===== src/rtl/bju_pkg.sv =====
package bju_pkg;
  typedef enum logic [2:0] {
    BJ_NONE = 3'd0,
    BJ_BF   = 3'd1,
    BJ_BNF  = 3'd2,
    BJ_J    = 3'd3,
    BJ_JAL  = 3'd4,
    BJ_JR   = 3'd5,
    BJ_JALR = 3'd6,
    BJ_RFE  = 3'd7
  } bj_op_e;

  typedef struct packed {
    logic go;        // arm a delayed redirect
    logic link;      // write the link register
    logic use_reg;   // destination comes from the register value
    logic misalign;  // alignment exception
    logic illegal;   // illegal-instruction exception
    logic rfe;       // immediate return-from-exception
  } bj_dec_t;
endpackage


===== src/rtl/bju_decode.sv =====
module bju_decode
  import bju_pkg::*;
#(
  parameter int RIDX_W   = 5,
  parameter int LINK_IDX = 9,
  parameter int LOW_W    = 2,
  parameter bit CHK_LOW  = 1'b1
) (
  input  bj_op_e              op,
  input  logic                flag,
  input  logic [RIDX_W-1:0]   tgt_idx,
  input  logic [LOW_W-1:0]    tgt_low,
  output bj_dec_t             dec
);
  logic mis;
  logic via_link;

  generate
    if (CHK_LOW) begin : g_chk
      assign mis = |tgt_low;
    end else begin : g_nochk
      assign mis = 1'b0;
    end
  endgenerate

  assign via_link = (tgt_idx == RIDX_W'(LINK_IDX));

  always_comb begin
    dec = '0;
    unique case (op)
      BJ_BF:   dec.go = flag;
      BJ_BNF:  dec.go = ~flag;
      BJ_J:    dec.go = 1'b1;
      BJ_JAL: begin
        dec.go   = 1'b1;
        dec.link = 1'b1;
      end
      BJ_JR: begin
        dec.use_reg  = 1'b1;
        dec.misalign = mis;
        dec.go       = ~mis;
      end
      BJ_JALR: begin
        dec.use_reg = 1'b1;
        if (via_link) begin
          dec.illegal = 1'b1;
        end else if (mis) begin
          dec.misalign = 1'b1;
        end else begin
          dec.go   = 1'b1;
          dec.link = 1'b1;
        end
      end
      BJ_RFE:  dec.rfe = 1'b1;
      default: dec = '0;
    endcase
  end
endmodule


===== src/rtl/bju_target.sv =====
module bju_target #(
  parameter int AW        = 32,
  parameter int SH        = 2,
  parameter int LINK_STEP = 8
) (
  input  logic [AW-1:0] pc,
  input  logic [AW-1:0] offset,
  input  logic [AW-1:0] tgt_val,
  input  logic          use_reg,
  output logic [AW-1:0] jump_tgt,
  output logic [AW-1:0] link_val
);
  logic [AW-1:0] rel_tgt;

  assign rel_tgt  = pc + (offset << SH);
  assign jump_tgt = use_reg ? tgt_val : rel_tgt;
  assign link_val = pc + AW'(LINK_STEP);
endmodule


===== src/rtl/bju_seq.sv =====
module bju_seq #(
  parameter int AW = 32
) (
  input  logic          clk,
  input  logic          rst_n,
  input  logic          slot_seen,
  input  logic          arm,
  input  logic [AW-1:0] arm_tgt,
  input  logic          now,
  input  logic [AW-1:0] now_tgt,
  output logic          pending,
  output logic          redir_valid,
  output logic [AW-1:0] redir_target
);
  logic [AW-1:0] held_tgt;

  always_ff @(posedge clk) begin
    if (!rst_n) begin
      pending      <= 1'b0;
      held_tgt     <= '0;
      redir_valid  <= 1'b0;
      redir_target <= '0;
    end else begin
      redir_valid  <= 1'b0;
      redir_target <= '0;
      if (pending && slot_seen) begin
        pending      <= 1'b0;
        redir_valid  <= 1'b1;
        redir_target <= held_tgt;
      end else if (arm) begin
        pending  <= 1'b1;
        held_tgt <= arm_tgt;
      end else if (now) begin
        redir_valid  <= 1'b1;
        redir_target <= now_tgt;
      end
    end
  end
endmodule


===== src/rtl/bju_top.sv =====
module bju_top
  import bju_pkg::*;
#(
  parameter int AW          = 32,
  parameter int SRW         = 32,
  parameter int RIDX_W      = 5,
  parameter int LINK_IDX    = 9,
  parameter int INSN_BYTES  = 4
) (
  input  logic              clk,
  input  logic              rst_n,
  input  logic              in_valid,
  input  logic [2:0]        op,
  input  logic [AW-1:0]     pc,
  input  logic [AW-1:0]     offset,
  input  logic [AW-1:0]     tgt_val,
  input  logic [RIDX_W-1:0] tgt_idx,
  input  logic              flag,
  input  logic [AW-1:0]     epcr,
  input  logic [SRW-1:0]    esr,
  output logic              redir_valid,
  output logic [AW-1:0]     redir_target,
  output logic              delay_pending,
  output logic              link_we,
  output logic [AW-1:0]     link_data,
  output logic              sr_restore_we,
  output logic [SRW-1:0]    sr_restore_val,
  output logic              exc_align,
  output logic              exc_illegal,
  output logic              proto_err
);
  localparam int  SH        = $clog2(INSN_BYTES);
  localparam int  LOW_W     = (SH > 0) ? SH : 1;
  localparam bit  CHK_LOW   = (SH > 0);
  localparam int  LINK_STEP = 2 * INSN_BYTES;

  bj_dec_t       dec;
  logic          act;
  logic          pending;
  logic [AW-1:0] jump_tgt;
  logic [AW-1:0] link_val;

  assign act = in_valid & ~pending;

  bju_decode #(
    .RIDX_W(RIDX_W), .LINK_IDX(LINK_IDX), .LOW_W(LOW_W), .CHK_LOW(CHK_LOW)
  ) u_dec (
    .op(bj_op_e'(op)), .flag(flag), .tgt_idx(tgt_idx),
    .tgt_low(tgt_val[LOW_W-1:0]), .dec(dec)
  );

  bju_target #(.AW(AW), .SH(SH), .LINK_STEP(LINK_STEP)) u_tgt (
    .pc(pc), .offset(offset), .tgt_val(tgt_val), .use_reg(dec.use_reg),
    .jump_tgt(jump_tgt), .link_val(link_val)
  );

  bju_seq #(.AW(AW)) u_seq (
    .clk(clk), .rst_n(rst_n), .slot_seen(in_valid),
    .arm(act & dec.go), .arm_tgt(jump_tgt),
    .now(act & dec.rfe), .now_tgt(epcr),
    .pending(pending), .redir_valid(redir_valid), .redir_target(redir_target)
  );

  assign delay_pending = pending;

  always_ff @(posedge clk) begin
    if (!rst_n) begin
      link_we        <= 1'b0;
      link_data      <= '0;
      sr_restore_we  <= 1'b0;
      sr_restore_val <= '0;
      exc_align      <= 1'b0;
      exc_illegal    <= 1'b0;
      proto_err      <= 1'b0;
    end else begin
      link_we        <= act & dec.link;
      link_data      <= (act & dec.link) ? link_val : '0;
      sr_restore_we  <= act & dec.rfe;
      sr_restore_val <= (act & dec.rfe) ? esr : '0;
      exc_align      <= act & dec.misalign;
      exc_illegal    <= act & dec.illegal;
      proto_err      <= in_valid & pending & (op != 3'd0);
    end
  end
endmodule


===== config.mk =====
export PLATFORM = sky130hd
export DESIGN_NAME = bju_top
export DESIGN_NICKNAME = d
export VERILOG_FILES = /design/src/rtl/bju_pkg.sv /design/src/rtl/bju_decode.sv /design/src/rtl/bju_target.sv /design/src/rtl/bju_seq.sv /design/src/rtl/bju_top.sv
export SDC_FILE = /design/constraint.sdc
export NUM_CORES = 1
export LEC_CHECK = 0
export ABC_AREA = 1
export BUFFER_PORTS_ARGS = -buffer_cell sky130_fd_sc_hd__buf_2
export CORE_UTILIZATION = 55
export CTS_CLUSTER_SIZE = 14
export DETAILED_ROUTE_END_ITERATION = 10
export HOLD_SLACK_MARGIN = 0.12
export PLACE_DENSITY = 0.88
export SLEW_MARGIN = 20
export SYNTH_ARGS = -nofsm -noshare
export SYNTH_HDL_FRONTEND = slang
export SYNTH_HIERARCHICAL = 1
export SYNTH_SLANG_ARGS = --single-unit

===== constraint.sdc =====
create_clock -name clk -period 3.9 [get_ports clk]
set_input_delay 0.195 -clock clk [delete_from_list [all_inputs] [get_ports clk]]
set_output_delay 0.195 -clock clk [all_outputs]
set_load 0.05 [all_outputs]

Word-level counts from Yosys, hierarchy flattened
Index checks and enable logic that the tools add are counted.
{ "word_totals": {"memories": 0, "romBits": 0, "regBits": 135, "wordCells": 59, "latch_bits": 0, "ramBits": 0} }
{ "classes": {"n_eq_ne": 8, "n_mux": 17, "div_mod_pow": 0, "n_reduce_logical": 8, "shifts": 0, "bitwise_logic": 13, "mul": 0, "magnitude_cmp": 0, "addsub": 2} }
{ "op_table": {"columns": ["cell", "n"], "rows": [
  ["$mux 32", 4],
  ["$add 32x32->32", 1],
  ["$add 32x4->32 const B", 1],
  ["$eq 3x3->1 const B", 4],
  ["$and 1x1->1", 8],
  ["$mux 1", 8],
  ["$eq 3x2->1 const B", 2],
  ["$reduce_and 2->1", 3],
  ["$reduce_or 2->1", 3],
  ["$eq 5x4->1 const B", 1],
  ["$not 1->1", 5],
  ["$pmux 1 s5", 1],
  ["$mux 2", 2],
  ["$pmux 2 s2", 1],
  ["$eq 3x1->1 const B", 1],
  ["$reduce_bool 3->1", 1],
  ["$pmux 1 s2", 1],
  ["$logic_and 1x1->1", 1]
]} }

Depth between registers and ports, before layout
Gate-level depths: netlist of the first run.
{ "depth": {"ltp_word": 7, "mapped_depth": 16, "mapped_depth_nobuf": 16} }

Hierarchy
Netlist of the first run, hierarchy kept.
{ "modules_own_cells": {"columns": ["module", "seq_area_each_um2", "instances", "area_each_um2", "cells_per_inst"], "rows": [
  ["bju_target", 0.0, 1, 3246.9, 667],
  ["bju_seq", 1321.3, 1, 2726.4, 364],
  ["bju_top", 1381.3, 1, 2107.0, 221],
  ["bju_decode", 0.0, 1, 116.4, 23]
]} }

Worst setup path after synthesis of the first run
No wires, ideal clock.
{ "synth_path": {"path_type": "input to register", "start": "in offset[0]", "end": "reg u_seq.held_tgt[10]", "t_arrival_ns": 1.813, "n_path_buf": 0, "slack_ns": 1.972, "stages": 13, "path_cell_list": "ha_1 fa_1 nand3_1 nand3_1 nand2_1 nand3_1 or2_2 nand3_1 nand2_1 inv_1 nand3_1 nand2_1 nor2_1"} }
{ "synth_via": {"elab_chain_len": 2} }
{ "synth_lines": {"columns": ["item", "line_no", "text"], "rows": [
  ["from (decl)", "bju_top.sv:15", "input logic [AW-1:0] offset,"],
  ["$add 32x32->32", "bju_target.sv:15", "assign rel_tgt = pc + (offset << SH);"],
  ["$mux 32", "bju_target.sv:16", "assign jump_tgt = use_reg ? tgt_val : rel_tgt;"],
  ["net jump_tgt[10]", "bju_top.sv:40", "logic [AW-1:0] jump_tgt;"],
  ["to (signal assigned)", "bju_seq.sv:32", "held_tgt <= arm_tgt;"],
  ["to (decl)", "bju_seq.sv:15", "logic [AW-1:0] held_tgt;"]
]} }
The timed path passes the listed nets, and every way through them passes these cells.
A chain may end at the register's enable or synchronous reset.

==> results.sh, run 1 <==
export IMPL_routedWlPerCell_um=16.03
export IMPL_p_leak_nw=6.002
export IMPL_cts_max_level=4
export IMPL_place_area_um2=9508
export IMPL_hold_path_class="in -> reg"
export IMPL_gp_congestion=0.9181
export IMPL_yosysWarnings=6
export IMPL_grt_usage_pct=36.39
export IMPL_path_clk_slew_ns=0.06
export IMPL_hold_violations=0
export IMPL_setup_violations=0
export IMPL_skew_ns=0.01068
export IMPL_fin_setup_tns_ns=0
export IMPL_use_met2_pct=62.78
export IMPL_vdd_drop_max_mv=0.3095
export IMPL_syn_to_final_growth_pct=33.05
export IMPL_arrival_ns=2.84
export IMPL_row_count=44
export IMPL_stdcell_area_um2=10910
export IMPL_regArea_um2=2703
export IMPL_worstSetupPathType="in -> reg"
export IMPL_fin_hold_ws_ns=0.1325
export IMPL_stdcell_count=1799
export IMPL_multi_input_area_um2=4354
export IMPL_yosysSeqAreaShare_pct=32.97
export IMPL_maxCapViolations=0
export IMPL_fin_nets=1804
export IMPL_grt_remaining_overflow=0
export IMPL_syn_avg_cell_area_um2=6.429
export IMPL_drcViolationCount=0
export IMPL_die_h_um=124.1
export IMPL_hpwl_um=17890
export IMPL_grt_max_degree=67
export IMPL_dr_pass1_iters=9
export IMPL_busiest_layer="met2"
export IMPL_worst_pin_slew_ns=1.007
export IMPL_cts_tree="done"
export IMPL_synthCells=1275
export IMPL_crit_fanout=33
export IMPL_fmaxAchievable_ghz=0.3909
export IMPL_layout_setup_ws_ns=1.342
export IMPL_synth_top_cell_by_area="dfxtp_1"
export IMPL_vias=9751
export IMPL_drive_gt1_share_pct=22.32
export IMPL_cts_num_sinks=135
export IMPL_drt_iter0_markers=996
export IMPL_drtAntennaViolNets=0
export IMPL_critPathCaptureType="flip-flop"
export IMPL_p_per_area_nw_per_um2=360.7
export IMPL_ys_dominant_reg_cell="dfxtp_1"
export IMPL_finalCritPeriodShare_pct=65.60
export IMPL_avgViaCountPerCell=5.420
export IMPL_reg2reg_depth=6
export IMPL_finalMaxSlewViolations=0
export IMPL_dp_cells=1684
export IMPL_synth_area_um2=8197
export IMPL_fillCellCount=1102
export IMPL_status="completed"
export IMPL_synthArstFlopShare_pct=0
export IMPL_synth_fp_nets=1478
export IMPL_required_ns=4.19
export IMPL_hold_depth=4
export IMPL_io_buffer_count=272
export IMPL_synth_edff_count=0
export IMPL_die_w_um=124.1
export IMPL_dpl_worst_slack_ns=1.609
export IMPL_fin_util_pct=75.03
export IMPL_rsz0062_at_grt="false"
export IMPL_finalPower_mw=3.933
export IMPL_grt_pass1_wl_um=42760
export IMPL_wirelength_um=28830
export IMPL_die_area_um2=15390
export IMPL_grt_antenna_before_repair=4
export IMPL_grt_util_met3_pct=9.341
export IMPL_synth_top_cell_area_share_pct=32.97
export IMPL_use_met1_pct=38.47
export IMPL_post_route_min_period_ns=2.558
export IMPL_ioPinCount=275
export IMPL_maxSlewHeadroom_pct=32.80
export IMPL_yosys_top_cells_area="dfxtp_1 33%, nand2_1 14%, inv_1 10%"
export IMPL_grt_pass1_vias=9085
export IMPL_cts_buffer_depth=2
export IMPL_insertion_delay_ns=0.42
export IMPL_worst_setup_path_start_kind="input pin"
export IMPL_core_um2=14530
export IMPL_root_buffer="clkbuf_16"
export IMPL_synthDistinctLibCells=40
export IMPL_cts_resized=0
export IMPL_cts_buffers=17
export IMPL_post_cts_buffers=0
export IMPL_start_util_pct=56.40
export IMPL_ys_ff_latch=135
Yosys cell counts, types with 3 or more instances:
library cell,instances
a21oi_1,58
buf_2,19
buf_4,11
buf_6,9
clkbuf_1,9
dfxtp_1,135
ha_1,30
inv_1,219
nand2_1,314
nand2_2,6
nand3_1,160
nand4_1,11
nor2_1,133
nor2_2,32
nor2_4,3
nor3_1,12
nor4_1,5
o211ai_1,3
o21ai_0,43
o21bai_1,4
or2_2,3
xnor2_1,16
xor2_1,18
repair_timing:
| action | 4_1_cts | 5_1_grt |
|---|---|---|
| hold endpoints to repair | 81 | 0 |
| hold buffers | 82 | 0 |
| endpoints found under the setup margin | 0 | 0 |
routing by layer:
layer  routed length (um)  part of all wire (%)
met1                10200                    35
met2                13650                    47
met3                 2971                    10
met4                 1961                   6.8
met5                   46                  0.16
registers in the layout, summed over array words and instances (netlist names):
signal and flops:
exc_align 1, exc_illegal 1, link_data 32, link_we 1
proto_err 1, sr_restore_val 32, sr_restore_we 1, u_seq/held_tgt 32
u_seq/pending 1, u_seq/redir_target 32, u_seq/redir_valid 1
where the power goes:
group | leakage, nW | total [mW] | switching, mW | internal [mW]
Sequential | 1.09 | 1.45 | 0.0253 | 1.42
Combinational | 4.63 | 0.896 | 0.561 | 0.335
Clock | 0.280 | 1.59 | 0.666 | 0.922
worst max-delay path: stages:
cell and delay, ns:
dlygate4sd3_1 0.52, buf_2 0.13, inv_2 0.07, nor3_1 0.46, inv_1 0.20, nor2_4 0.69, nand3_1 0.16, o21ai_0 0.40
layout make-up:
type                            count  area share, %
Multi-Input combinational cell    868          39.93
Sequential cell                   135          24.78
Clock buffer                       20          4.188
Tap cell                          184          2.111
Timing Repair Buffer              358          20.28
Clock inverter                     11          1.056
Inverter                          221          7.607
Antenna cell                        2        0.04589
path summary, 6_finish.rpt:
| kind | from | endpoint | slack (ns) |
|---|---|---|---|
| min | pc[27] | link_data[27] | 0.13 |
| max | op[0] | u_seq/redir_target[10] | 1.34 |
| min reg2reg | u_seq/held_tgt[28] | u_seq/held_tgt[28] | 0.49 |
| max reg2reg | u_seq/pending | u_seq/redir_target[10] | 1.45 |
cells by family after synthesis:
logic type,count (synthesis),share of synthesized area [%]
buffers and inverters,272,14.09
and+or+nand+nor,691,37.34
AOI/OAI and AO/OA,112,7.144
adders and majority gates,31,4.824
DFF,135,32.97
xor gates and xnor gates,34,3.633
placed cells by master, fill, tap and decap left out, drive strengths merged, types with 4 or more instances in the layout:
cell         instances
o21bai               4
nor2               168
nor3                14
xnor2               16
clkbuf              20
ha                  30
o21ai               44
buf                276
xor2                18
dlygate4sd3         82
nand3              161
dfxtp              135
a21oi               58
nand4               14
nand2              320
or2                  4
clkinv               4
inv                226
nor4                 5
Power figures use the tool's default switching activity.
==> inputs of run 2 (changes only) <==
Settings changed: CORE_UTILIZATION 55 to 46, PLACE_DENSITY 0.88 to 0.79.
Clock period 3.9 ns to 2.35 ns, I/O delays scaled along.
==> results.sh, run 2 (same netlist as run 1, synthesis figures left out) <==
export IMPL_io_buffer_count=272
export IMPL_regArea_um2=2703
export IMPL_die_area_um2=18360
export IMPL_grt_antenna_before_repair=1
export IMPL_worst_pin_slew_ns=0.7269
export IMPL_vdd_drop_max_mv=0.5381
export IMPL_skew_ns=0.008293
export IMPL_path_clk_slew_ns=0.06
export IMPL_dp_cells=1736
export IMPL_setup_violations=0
export IMPL_grt_remaining_overflow=0
export IMPL_post_cts_buffers=0
export IMPL_die_w_um=135.5
export IMPL_vias=9359
export IMPL_worstHoldStart="tgt_val[6]"
export IMPL_p_per_area_nw_per_um2=581.8
export IMPL_place_area_um2=9649
export IMPL_maxCapViolations=0
export IMPL_cts_max_level=4
export IMPL_power_switching_mw=2.080
export IMPL_holdPathEnd="u_seq/held_tgt[6]"
export IMPL_fin_nets=1846
export IMPL_hold_depth=7
export IMPL_fillCellCount=1474
export IMPL_avgViaCountPerCell=4.973
export IMPL_r2r_slack_ns=0.49
export IMPL_p_comb_share_pct=23.2
export IMPL_drtAntennaViolNets=0
export IMPL_drcViolationCount=0
export IMPL_gp_congestion=0.9556
export IMPL_multi_input_area_um2=4390
export IMPL_layout_setup_ws_ns=0.1015
export IMPL_dpl_worst_slack_ns=0.1442
export IMPL_core_um2=17360
export IMPL_dr_pass1_iters=6
export IMPL_p_sw_share_pct=31.29
export IMPL_cts_num_sinks=135
export IMPL_ioPinCount=275
export IMPL_wirelength_um=27490
export IMPL_internal_power_mw=4.566
export IMPL_start_util_pct=47.22
export IMPL_stdcell_count=1882
export IMPL_most_common_layout_cells="314 x nand2_1, 271 x buf_2, 219 x inv_1"
export IMPL_worstSetupPathType="in -> reg"
export IMPL_grt_max_degree=38
export IMPL_fmaxAchievable_ghz=0.4447
export IMPL_root_buffer="clkbuf_16"
export IMPL_insertion_delay_ns=0.43
export IMPL_cts_buffer_depth=2
export IMPL_crit_fanout=6
export IMPL_cts_tree="done"
export IMPL_post_route_min_period_ns=2.249
export IMPL_die_h_um=135.5
export IMPL_status="completed"
export IMPL_power_frac_seq_pct=36.1
export IMPL_fin_hold_ws_ns=0.1317
export IMPL_finalCritPeriodShare_pct=95.68
export IMPL_hold_violations=0
export IMPL_hpwl_um=18880
export IMPL_pwr_share_clk_pct=40.7
export IMPL_row_count=48
export IMPL_critPathCaptureType="flip-flop"
export IMPL_maxSlewHeadroom_pct=51.45
export IMPL_routedWlPerCell_um=14.61
export IMPL_hold_path_class="in -> reg"
export IMPL_reg2reg_depth=7
export IMPL_drive_gt1_share_pct=23.07
export IMPL_mostFrequentLayoutCell="nand2_1"
export IMPL_drt_iter0_markers=771
export IMPL_required_ns=2.70
export IMPL_worst_setup_path_start_kind="input pin"
export IMPL_reg2reg_from="u_seq/pending"
export IMPL_grt_usage_pct=29.59
export IMPL_cts_buffers=17
export IMPL_grt_pass1_vias=8914
export IMPL_syn_to_final_growth_pct=39.34
export IMPL_arrival_ns=2.60
export IMPL_stdcell_area_um2=11420
export IMPL_finalMaxSlewViolations=0
export IMPL_regToRegEndpoint="u_seq/redir_target[21]"
export IMPL_p_leak_nw=6.205
export IMPL_grt_pass1_wl_um=42410
run 2: worst max-delay path by stage:
stage               from                  to  slack [ns]  cells after the start
6_report           pc[3]       link_data[19]        0.10                     12
5_1_grt            pc[3]       link_data[19]      -0.009                     12
4_1_cts            pc[2]  u_seq/held_tgt[10]        0.04                     15
3_5_place_dp   offset[0]  u_seq/held_tgt[30]        0.14                     15
3_3_place_gp   offset[0]  u_seq/held_tgt[30]        0.18                     15
2_1_floorplan  offset[0]  u_seq/held_tgt[10]        0.50                     13
run 2: area by class of cell:
type / count / share of cell area (%)
inverter: 221 / 7.263
multi-input combinational: 868 / 38.44
tap: 225 / 2.465
timing repair buffer: 400 / 22.97
clock buffer: 18 / 3.758
antenna: 1 / 0.02191
sequential: 135 / 23.66
clock inverter: 14 / 1.413
run 2: critical path, cell delays in order:
cell           delay, ns
dlygate4sd3_1       0.56
buf_6               0.17
ha_4                0.17
nand2_2             0.08
nor3_4              0.22
nand2_2             0.12
nor2_4              0.13
nand3_1             0.10
xnor2_1             0.16
dlygate4sd3_1       0.58
inv_1               0.05
nor2_1              0.13
run 2: what timing repair did:
item | in CTS | in global routing
setup endpoints to repair | 0 | 14
hold buffers | 113 | 0
hold endpoints to repair | 109 | 0
resized for setup | 0 | 14
run 2: metrics by stage:
stage               util [%]  setup TNS [ns]  total power [mW]
finish                 65.80               0             6.645
global route           65.80       -0.008566             6.985
CTS                    65.51               0             6.627
detailed placement     55.59               0             3.795
global placement       55.59               0             3.777
floorplan                  -               0             3.376
run 2: layer usage:
layer | vias to the layer above | track usage [%] | wire length (um)
met2 | 405 | 53.05 | 13590
met5 | - | 0 | 0
met4 | 0 | 12.80 | 867
met3 | 76 | 6.734 | 1852
li1 | 4700 | - | -
met1 | 4178 | 33.36 | 11180
run 2: power by group through the flow:
stage	logic, mW	registers (mW)	clock network [mW]
floorplan	0.848	2.53	0
global placement	1.33	2.45	0
detailed placement	1.35	2.45	0
CTS	1.50	2.40	2.73
global route	1.72	2.41	2.86
finish	1.54	2.40	2.70
